--- src/rtl/flag_pkg.sv ---
package flag_pkg;
  localparam int WORD_W  = 16;
  localparam int BYTE_W  = 8;
  localparam int AUX_BIT = 4;
  localparam int NCTRL   = 3;
  localparam int FLAG_W  = 6 + NCTRL;

  // flag bit positions in the output register
  localparam int F_C = 0;
  localparam int F_P = 1;
  localparam int F_A = 2;
  localparam int F_Z = 3;
  localparam int F_S = 4;
  localparam int F_O = 5;
  localparam int F_CTRL = 6;  // trap, int-enable, direction follow

  typedef enum logic [1:0] {
    OP_ADD   = 2'd0,
    OP_SUB   = 2'd1,
    OP_LOGIC = 2'd2,
    OP_XFER  = 2'd3
  } opClass_t;

  typedef struct packed {
    logic             loadArith;
    logic             clrCarryOv;
    logic             subMode;
    logic [NCTRL-1:0] ctrlSet;
    logic [NCTRL-1:0] ctrlClr;
  } flagStrobe_t;
endpackage

--- src/rtl/flag_ctrl.sv ---
module flag_ctrl
  import flag_pkg::*;
(
  input  logic        opValid,
  input  logic [1:0]  opClass,
  input  logic [2:0]  ctrlCmd,
  output flagStrobe_t strb
);
  opClass_t cls;
  assign cls = opClass_t'(opClass);

  always_comb begin
    strb = '0;
    strb.loadArith  = opValid && (cls != OP_XFER);
    strb.clrCarryOv = (cls == OP_LOGIC);
    strb.subMode    = (cls == OP_SUB);
    case (ctrlCmd)
      3'd1: strb.ctrlSet[0] = 1'b1;
      3'd2: strb.ctrlClr[0] = 1'b1;
      3'd3: strb.ctrlSet[1] = 1'b1;
      3'd4: strb.ctrlClr[1] = 1'b1;
      3'd5: strb.ctrlSet[2] = 1'b1;
      3'd6: strb.ctrlClr[2] = 1'b1;
      default: ;
    endcase
  end
endmodule

--- src/rtl/flag_datapath.sv ---
module flag_datapath
  import flag_pkg::*;
(
  input  logic              clk,
  input  logic              rstN,
  input  flagStrobe_t       strb,
  input  logic              wideOp,
  input  logic [WORD_W-1:0] opA,
  input  logic [WORD_W-1:0] opB,
  input  logic [WORD_W-1:0] result,
  input  logic              carryOut,
  output logic [FLAG_W-1:0] flagsOut
);
  localparam int HI = WORD_W - 1;
  localparam int LO = BYTE_W - 1;

  logic carryQ, parQ, auxQ, zeroQ, signQ, ovQ;
  logic [NCTRL-1:0] ctrlQ;

  // per-bit carry-in pattern recovered from operands and result
  logic [WORD_W-1:0] crossVec;
  logic msbA, msbB, msbR;
  logic parNext, auxNext, zeroNext, ovNext;

  assign crossVec = opA ^ opB ^ result;
  assign msbA = wideOp ? opA[HI]    : opA[LO];
  assign msbB = wideOp ? opB[HI]    : opB[LO];
  assign msbR = wideOp ? result[HI] : result[LO];
  assign parNext  = ~^result[BYTE_W-1:0];
  assign auxNext  = crossVec[AUX_BIT];
  assign zeroNext = wideOp ? (result == '0) : (result[LO:0] == '0);
  assign ovNext   = strb.subMode ? ((msbA != msbB) && (msbR != msbA))
                                 : ((msbA == msbB) && (msbR != msbA));

  always_ff @(posedge clk) begin
    if (!rstN) begin
      carryQ <= 1'b0;
      parQ   <= 1'b0;
      auxQ   <= 1'b0;
      zeroQ  <= 1'b0;
      signQ  <= 1'b0;
      ovQ    <= 1'b0;
    end else if (strb.loadArith) begin
      carryQ <= strb.clrCarryOv ? 1'b0 : carryOut;
      auxQ   <= strb.clrCarryOv ? 1'b0 : auxNext;
      ovQ    <= strb.clrCarryOv ? 1'b0 : ovNext;
      parQ   <= parNext;
      zeroQ  <= zeroNext;
      signQ  <= msbR;
    end
  end

  for (genvar g = 0; g < NCTRL; g++) begin : g_ctrl
    always_ff @(posedge clk) begin
      if (!rstN)                ctrlQ[g] <= 1'b0;
      else if (strb.ctrlSet[g]) ctrlQ[g] <= 1'b1;
      else if (strb.ctrlClr[g]) ctrlQ[g] <= 1'b0;
    end


    ctrl_set_chk: assert property (@(posedge clk) disable iff (!rstN)
      strb.ctrlSet[g] |=> ctrlQ[g]);

    ctrl_clr_chk: assert property (@(posedge clk) disable iff (!rstN)
      strb.ctrlClr[g] |=> !ctrlQ[g]);
  end

  assign flagsOut = {ctrlQ, ovQ, signQ, zeroQ, auxQ, parQ, carryQ};


  arith_hold_chk: assert property (@(posedge clk) disable iff (!rstN)
    !strb.loadArith |=> $stable(flagsOut[F_O:F_C]));

  ctrl_hold_chk: assert property (@(posedge clk) disable iff (!rstN)
    (strb.ctrlSet == '0 && strb.ctrlClr == '0) |=> $stable(ctrlQ));

  logic_clear_chk: assert property (@(posedge clk) disable iff (!rstN)
    (strb.loadArith && strb.clrCarryOv) |=> (!carryQ && !auxQ && !ovQ));

  zero_sign_chk: assert property (@(posedge clk) disable iff (!rstN)
    strb.loadArith |=> !(zeroQ && signQ));

  parity_chk: assert property (@(posedge clk) disable iff (!rstN)
    strb.loadArith |=> (parQ == ($countones($past(result[BYTE_W-1:0])) % 2 == 0)));
endmodule

--- src/rtl/alu_flag_unit.sv ---
module alu_flag_unit
  import flag_pkg::*;
(
  input  logic              clk,
  input  logic              rstN,
  input  logic              opValid,
  input  logic [1:0]        opClass,
  input  logic              wideOp,
  input  logic [WORD_W-1:0] opA,
  input  logic [WORD_W-1:0] opB,
  input  logic [WORD_W-1:0] result,
  input  logic              carryOut,
  input  logic [2:0]        ctrlCmd,
  output logic [FLAG_W-1:0] flagsOut
);
  flagStrobe_t strb;

  flag_ctrl u_ctrl (
    .opValid (opValid),
    .opClass (opClass),
    .ctrlCmd (ctrlCmd),
    .strb    (strb)
  );

  flag_datapath u_dp (
    .clk      (clk),
    .rstN     (rstN),
    .strb     (strb),
    .wideOp   (wideOp),
    .opA      (opA),
    .opB      (opB),
    .result   (result),
    .carryOut (carryOut),
    .flagsOut (flagsOut)
  );
endmodule

--- config.mk ---
export PLATFORM = sky130hd
export DESIGN_NAME = alu_flag_unit
export DESIGN_NICKNAME = d
export VERILOG_FILES = /design/src/rtl/flag_pkg.sv /design/src/rtl/flag_ctrl.sv /design/src/rtl/flag_datapath.sv /design/src/rtl/alu_flag_unit.sv
export SDC_FILE = /design/constraint.sdc
export NUM_CORES = 1
export LEC_CHECK = 0
export BUFFER_PORTS_ARGS = -buffer_cell sky130_fd_sc_hd__buf_2
export CORE_MARGIN = 3
export CORE_UTILIZATION = 31
export DETAILED_ROUTE_END_ITERATION = 7
export GPL_TIMING_DRIVEN = 0
export PLACE_DENSITY = 0.73
export SLEW_MARGIN = 0
export SYNTH_ARGS = -nofsm -noshare
export SYNTH_HDL_FRONTEND = slang
export SYNTH_HIERARCHICAL = 1
export SYNTH_SLANG_ARGS = --single-unit
--- constraint.sdc ---
create_clock -name clk -period 1.1 [get_ports clk]
set_input_delay 0.22 -clock clk [delete_from_list [all_inputs] [get_ports clk]]
set_output_delay 0.22 -clock clk [all_outputs]
set_load 0.03 [all_outputs]
* After elaboration in Yosys (flattened, before gate mapping) *
Cells that the tools add are included.

storage, ports and cells
  flip-flop bits (word level) = 9
  output and inout port bits = 9
  word-level logic and storage cells = 52

cells by class
  eq/ne operators = 12
  mux-type cells = 20
  bitwise operators = 2
  reductions and logical operators = 9

operators by type and width
  kind                                                                   count
  1-bit two-way mux                                                      20
  16-bit zero test                                                       1
  5-bit bitwise XOR                                                      2
  3-bit equality test, second input constant                             3
  8-bit zero test                                                        1
  8-bit XNOR reduction                                                   1
  3-bit by 2-bit equality test with 1-bit output, second input constant  2
  2-bit nonzero test                                                     3
  3-bit by 1-bit equality test with 1-bit output, second input constant  1
  1-bit logical AND                                                      3
  2-bit by 1-bit equality test with 1-bit output, second input constant  1
  2-bit equality test, second input constant                             1
  1-bit inequality test                                                  2
  2-bit inequality test, second input constant                           1
  1-bit equality test                                                    1

* Logic depth before layout (Yosys ltp) *
  word-level depth = 5
  depth in mapped cells = 6
  mapped depth without buffers = 6

* Cells and area by module *
Netlist, hierarchy kept.

by module, submodules not included
  module         times used  cells each  area an instance (um^2)  sequential area each (um^2)
  flag_datapath  1           69          598.1                    180.2
  flag_ctrl      1           9           72.6                     0.0

* Worst setup path before layout *
No wires, ideal clock.

  kind = input to register
  start point = in opValid
  end point = reg u_dp.carryQ
  setup time = 0.115 ns
  data arrival time = 0.999 ns
  path slack = -0.014 ns
  stages = 4
  path buffers = 1
  cells stage by stage = a21boi_0 > clkbuf_1 > o22ai_1 > and2_1

on the way
  cells in the longest elaborated chain, start to end = 1

ends and longest elaborated chain
  element               line                 RTL
  start, declared       alu_flag_unit.sv:6   input logic opValid,
  1-bit logical AND     flag_ctrl.sv:14      strb.loadArith = opValid && (cls != OP_XFER);
  end signal, assigned  flag_datapath.sv:44  carryQ <= strb.clrCarryOv ? 1'b0 : carryOut;
  end, declared         flag_datapath.sv:17  logic carryQ, parQ, auxQ, zeroQ, signQ, ovQ;

Every way passes these cells.
A chain may end at the register's enable or synchronous reset.

* Final worst setup path *
  start point = reg u_dp.auxQ
  end point = out flagsOut[2]

RTL lines
  element                 line                 RTL
  start, declared         flag_datapath.sv:17
  start signal, assigned  flag_datapath.sv:45  auxQ <= strb.clrCarryOv ? 1'b0 : auxNext;
  end, declared           alu_flag_unit.sv:14  output logic [FLAG_W-1:0] flagsOut

No word-level cell between the ends.

==> insert_results.sql <==
INSERT INTO impl_metrics (metric_group, metric, value, unit) VALUES
('status', 'status', 'finished, final reports clean', ''),
('placed_design', 'instance_area_at_placement', '901', 'µm²'),
('global_routing', 'globalRouteTotalUtil', '10.5', '%'),
('routing', 'vias', '638', ''),
('layout', 'instances_no_fill', '148', ''),
('clock_network', 'tritoncts', 'yes', ''),
('layout', 'finalCoreUtilization', '48.2', '%'),
('placed_design', 'io_buffer_count', '39', ''),
('layout', 'final_layout_size_suffix_gt1_share', '50.4', '%'),
('routing', 'detail_route.wl_per_cell', '9.95', 'µm'),
('clock_network', 'cts.reportedPaths.clkPinSlew', '0.06', 'ns'),
('clock_network', 'cts_root_buf', 'sky130_fd_sc_hd__clkbuf_4', ''),
('floorplan', 'fp.dieArea', '2760', 'µm²'),
('logic_synthesis', 'synth_seq_area_share', '26.9', '%'),
('layout', 'finalInstanceArea', '965', 'µm²'),
('logic_synthesis', 'yosysWarningCount', '6', ''),
('logic_synthesis', 'netlist_area', '671', 'µm²'),
('clock_network', 'worst_skew_pair.late_latency', '0.25', 'ns'),
('global_routing', 'grt_start_max_net_pins', '11', ''),
('layout', 'layout_area_overhead', '43.8', '%'),
('global_routing', 'grt_pass1_wl', '2240', 'µm'),
('worst_setup_path', 'critPathLaunchType', 'flop', ''),
('timing', 'timing.final.ws_setup', '0.0402', 'ns'),
('clock_network', 'htreeDepth', '1', ''),
('flow_run', 'cap_violations', '0', ''),
('worst_setup_path', 'cp.required', '0.88', 'ns'),
('logic_synthesis', 'synth_nets', '140', ''),
('timing', 'timing.max_slew.rel_slack', '74.6', '%'),
('routing', 'drt.antenna.violating_nets', '0', ''),
('timing', 'rsz0062_at_grt', 'false', ''),
('routing', 'initialDrtViolationCount', '4', ''),
('logic_synthesis', 'synth_edf_count', '0', ''),
('global_routing', 'antenna_found_initial', '0', ''),
('floorplan', 'start_util', '33.5', '%'),
('layout', 'layout.area.seq', '186', 'µm²'),
('floorplan', 'rows', '16', ''),
('layout', 'multiInputGateArea', '404', 'µm²'),
('placed_design', 'place_worst_setup_slack', '-0.208', 'ns'),
('worst_setup_path', 'crit_fanout', '2', ''),
('routing', 'drt-pass1-iter-count', '4', ''),
('worst_setup_path', 'endpoint_kind', 'output pin', ''),
('timing', 'fmax', '944', 'MHz'),
('pwr', 'power_per_cell_area', '973', 'nW/µm²'),
('timing', 'slew_violations', '0', ''),
('logic_synthesis', 'ys.flop_type', 'sky130_fd_sc_hd__dfxtp_1', ''),
('worst_setup_path', 'setup.worst_path.class', 'flop to output pin', ''),
('floorplan', 'chipHeight', '52.5', 'µm'),
('global_routing', 'first_global_vias', '600', ''),
('logic_synthesis', 'postSynthAreaPerCell', '8.60', 'µm²'),
('placed_design', 'routability_congestion_estimate', '0.639', ''),
('layout', 'fillerInstances', '227', ''),
('layout', 'fin_nets', '184', ''),
('pwr', 'p_leak', '0.000511', 'µW'),
('clock_network', 'clkSinkCount', '9', ''),
('worst_setup_path', 'worstPathArrival', '0.84', 'ns'),
('timing', 'layout_worst_path_cycle_share', '96.3', '%'),
('timing', 'count_of_final_hold_check_violations', '0', ''),
('timing', 'timing.final.setup_violations', '0', ''),
('pwr', 'max-vdd-ir-drop', '0.605', 'mV'),
('logic_synthesis', 'synth.ff_latch_count', '9', ''),
('placed_design', 'dpl.hpwl', '1260', 'µm'),
('logic_synthesis', 'async_flop_share', '0', '%'),
('routing', 'drt-total-wl', '1470', 'µm'),
('layout', 'antenna-diode-count', '0', ''),
('timing', 'worst_hold_slack', '0.304', 'ns'),
('clock_network', 'cts_buffers', '3', ''),
('routing', 'detail_route.drc_violations', '0', ''),
('logic_synthesis', 'post_synth_num_cell_types', '28', ''),
('timing', 'finalClockSkew', '0', 'ns'),
('logic_synthesis', 'netlist_instances', '78', ''),
('timing', 'timing_worst_slew_pin_value', '0.382', 'ns'),
('clock_network', 'max_clock_buf_depth', '2', ''),
('hold_path', 'min_path_type', 'input pin to flop', ''),
('timing', 'timing.final.crit_period', '1.06', 'ns'),
('floorplan', 'ios', '67', ''),
('placed_design', 'placed_cells', '144', ''),
('floorplan', 'coreArea', '2000', 'µm²'),
('global_routing', 'globalRouteOverflowTotal', '0', ''),
('routing', 'drt_via_density', '4.31', ''),
('clock_network', 'post_cts.repair.setup_buffers', '0', ''),
('floorplan', 'die_w', '52.5', 'µm');
-- cell usage in the layout, fill, tap and decap left out, drive strengths merged --
master	instances
and3	1
and3b	3
buf	45
ha	4
inv	9
nand3b	2
a21o	1
nand2	4
o211a	1
xnor2	5
dfxtp	9
o21ai	1
clkbuf	5
xor2	1
a21oi	2
o21a	3
nor3b	3
mux2i	4
a21boi	2
and2	1
clkinv	1
or2	1
nor2b	6
o31ai	1
o22ai	1
nor4	2
nand4	1
or2b	1
nand2b	1
-- area by class of cell --
type / count / share of cell area [%]
inverters: 9 / 3.50
repair buffers: 39 / 23.3
clock inverters: 1 / 0.519
clock buffers: 3 / 2.33
plain buffers: 8 / 5.58
flip-flops and latches: 9 / 19.3
well taps: 27 / 3.50
multi-input cells: 52 / 41.9
-- report_power, final --
| group | leakage (µW) | internal (µW) | switching (µW) |
|---|---|---|---|
| logic | 0.000417 | 173 | 153 |
| registers | 0.0000758 | 352 | 11.2 |
| clock network | 0.0000177 | 134 | 116 |
-- through the flow --
step                setup TNS [ns]  total power [µW]
floorplan                        0               570
global placement            -0.860               666
detailed placement           -1.05               675
CTS                              0               932
global route                     0              1000
finish                           0               938
-- worst paths after layout --
kind | startpoint | endpoint | slack, ns | depth (start not counted)
max | u_dp/auxQ | flagsOut[2] | 0.04 | 2
min | opB[4] | u_dp/auxQ | 0.30 | 4
max reg2reg | u_dp/flagsOut[6] | u_dp/flagsOut[6] | 0.40 | 2
min reg2reg | u_dp/signQ | u_dp/signQ | 0.48 | 1
-- synthesized netlist by cell type (2+ instances only) --
cell type                  instances  area share, %
sky130_fd_sc_hd__dfxtp_1           9             27
sky130_fd_sc_hd__and3b_2           3            4.5
sky130_fd_sc_hd__nor3b_1           3            3.4
sky130_fd_sc_hd__nand3b_1          2            2.2
sky130_fd_sc_hd__a21boi_0          2            2.2
sky130_fd_sc_hd__nor2b_1           6            5.6
sky130_fd_sc_hd__clkbuf_1          2            1.1
sky130_fd_sc_hd__a21oi_1           2            1.5
sky130_fd_sc_hd__ha_1              4            7.5
sky130_fd_sc_hd__buf_4             6            6.7
sky130_fd_sc_hd__o21a_1            3            3.4
sky130_fd_sc_hd__xnor2_1           5            6.5
sky130_fd_sc_hd__nor4_1            2            1.9
sky130_fd_sc_hd__mux2i_1           4            6.0
sky130_fd_sc_hd__nand2_1           4            2.2
sky130_fd_sc_hd__inv_1             9            5.0
-- registers in the layout (all words and copies together), names as in the netlist --
name           flops
u_dp/carryQ        1
u_dp/flagsOut      3
u_dp/auxQ          1
u_dp/ovQ           1
u_dp/signQ         1
u_dp/zeroQ         1
u_dp/parQ          1
-- layer usage --
metal	GRT usage (%)	up-vias	share of wire, %	wire length (µm)
met5	0	-	0	0
met4	2.55	0	0	0
met3	2.56	0	5.8	85
met2	19.8	20	51	758
met1	11.5	278	43	629
li1	-	340	-	-
-- cell families after synthesis --
| kind of cell | after synthesis | share of synthesized area, % |
|---|---|---|
| fa+ha+maj | 4 | 7.46 |
| flops | 9 | 26.9 |
| xor+xnor | 6 | 7.84 |
| mux | 4 | 5.97 |
| simple gates | 26 | 25.6 |
| buf+inv | 17 | 12.9 |
| compound gates | 12 | 13.4 |
-- worst max-delay path: stages, from the launching register on --
cell,delay [ns]
sky130_fd_sc_hd__dfxtp_1,0.31
sky130_fd_sc_hd__buf_4,0.12
sky130_fd_sc_hd__buf_4,0.15
-- timing repair --
| action | 4_1_cts | 5_1_grt |
|---|---|---|
| hold endpoints to repair | 0 | 0 |
| gates resized for setup | 2 | 18 |
| endpoints found under the setup margin | 2 | 9 |
| hold buffers | 0 | 0 |
Note: power is estimated with default switching activity, not from simulation.
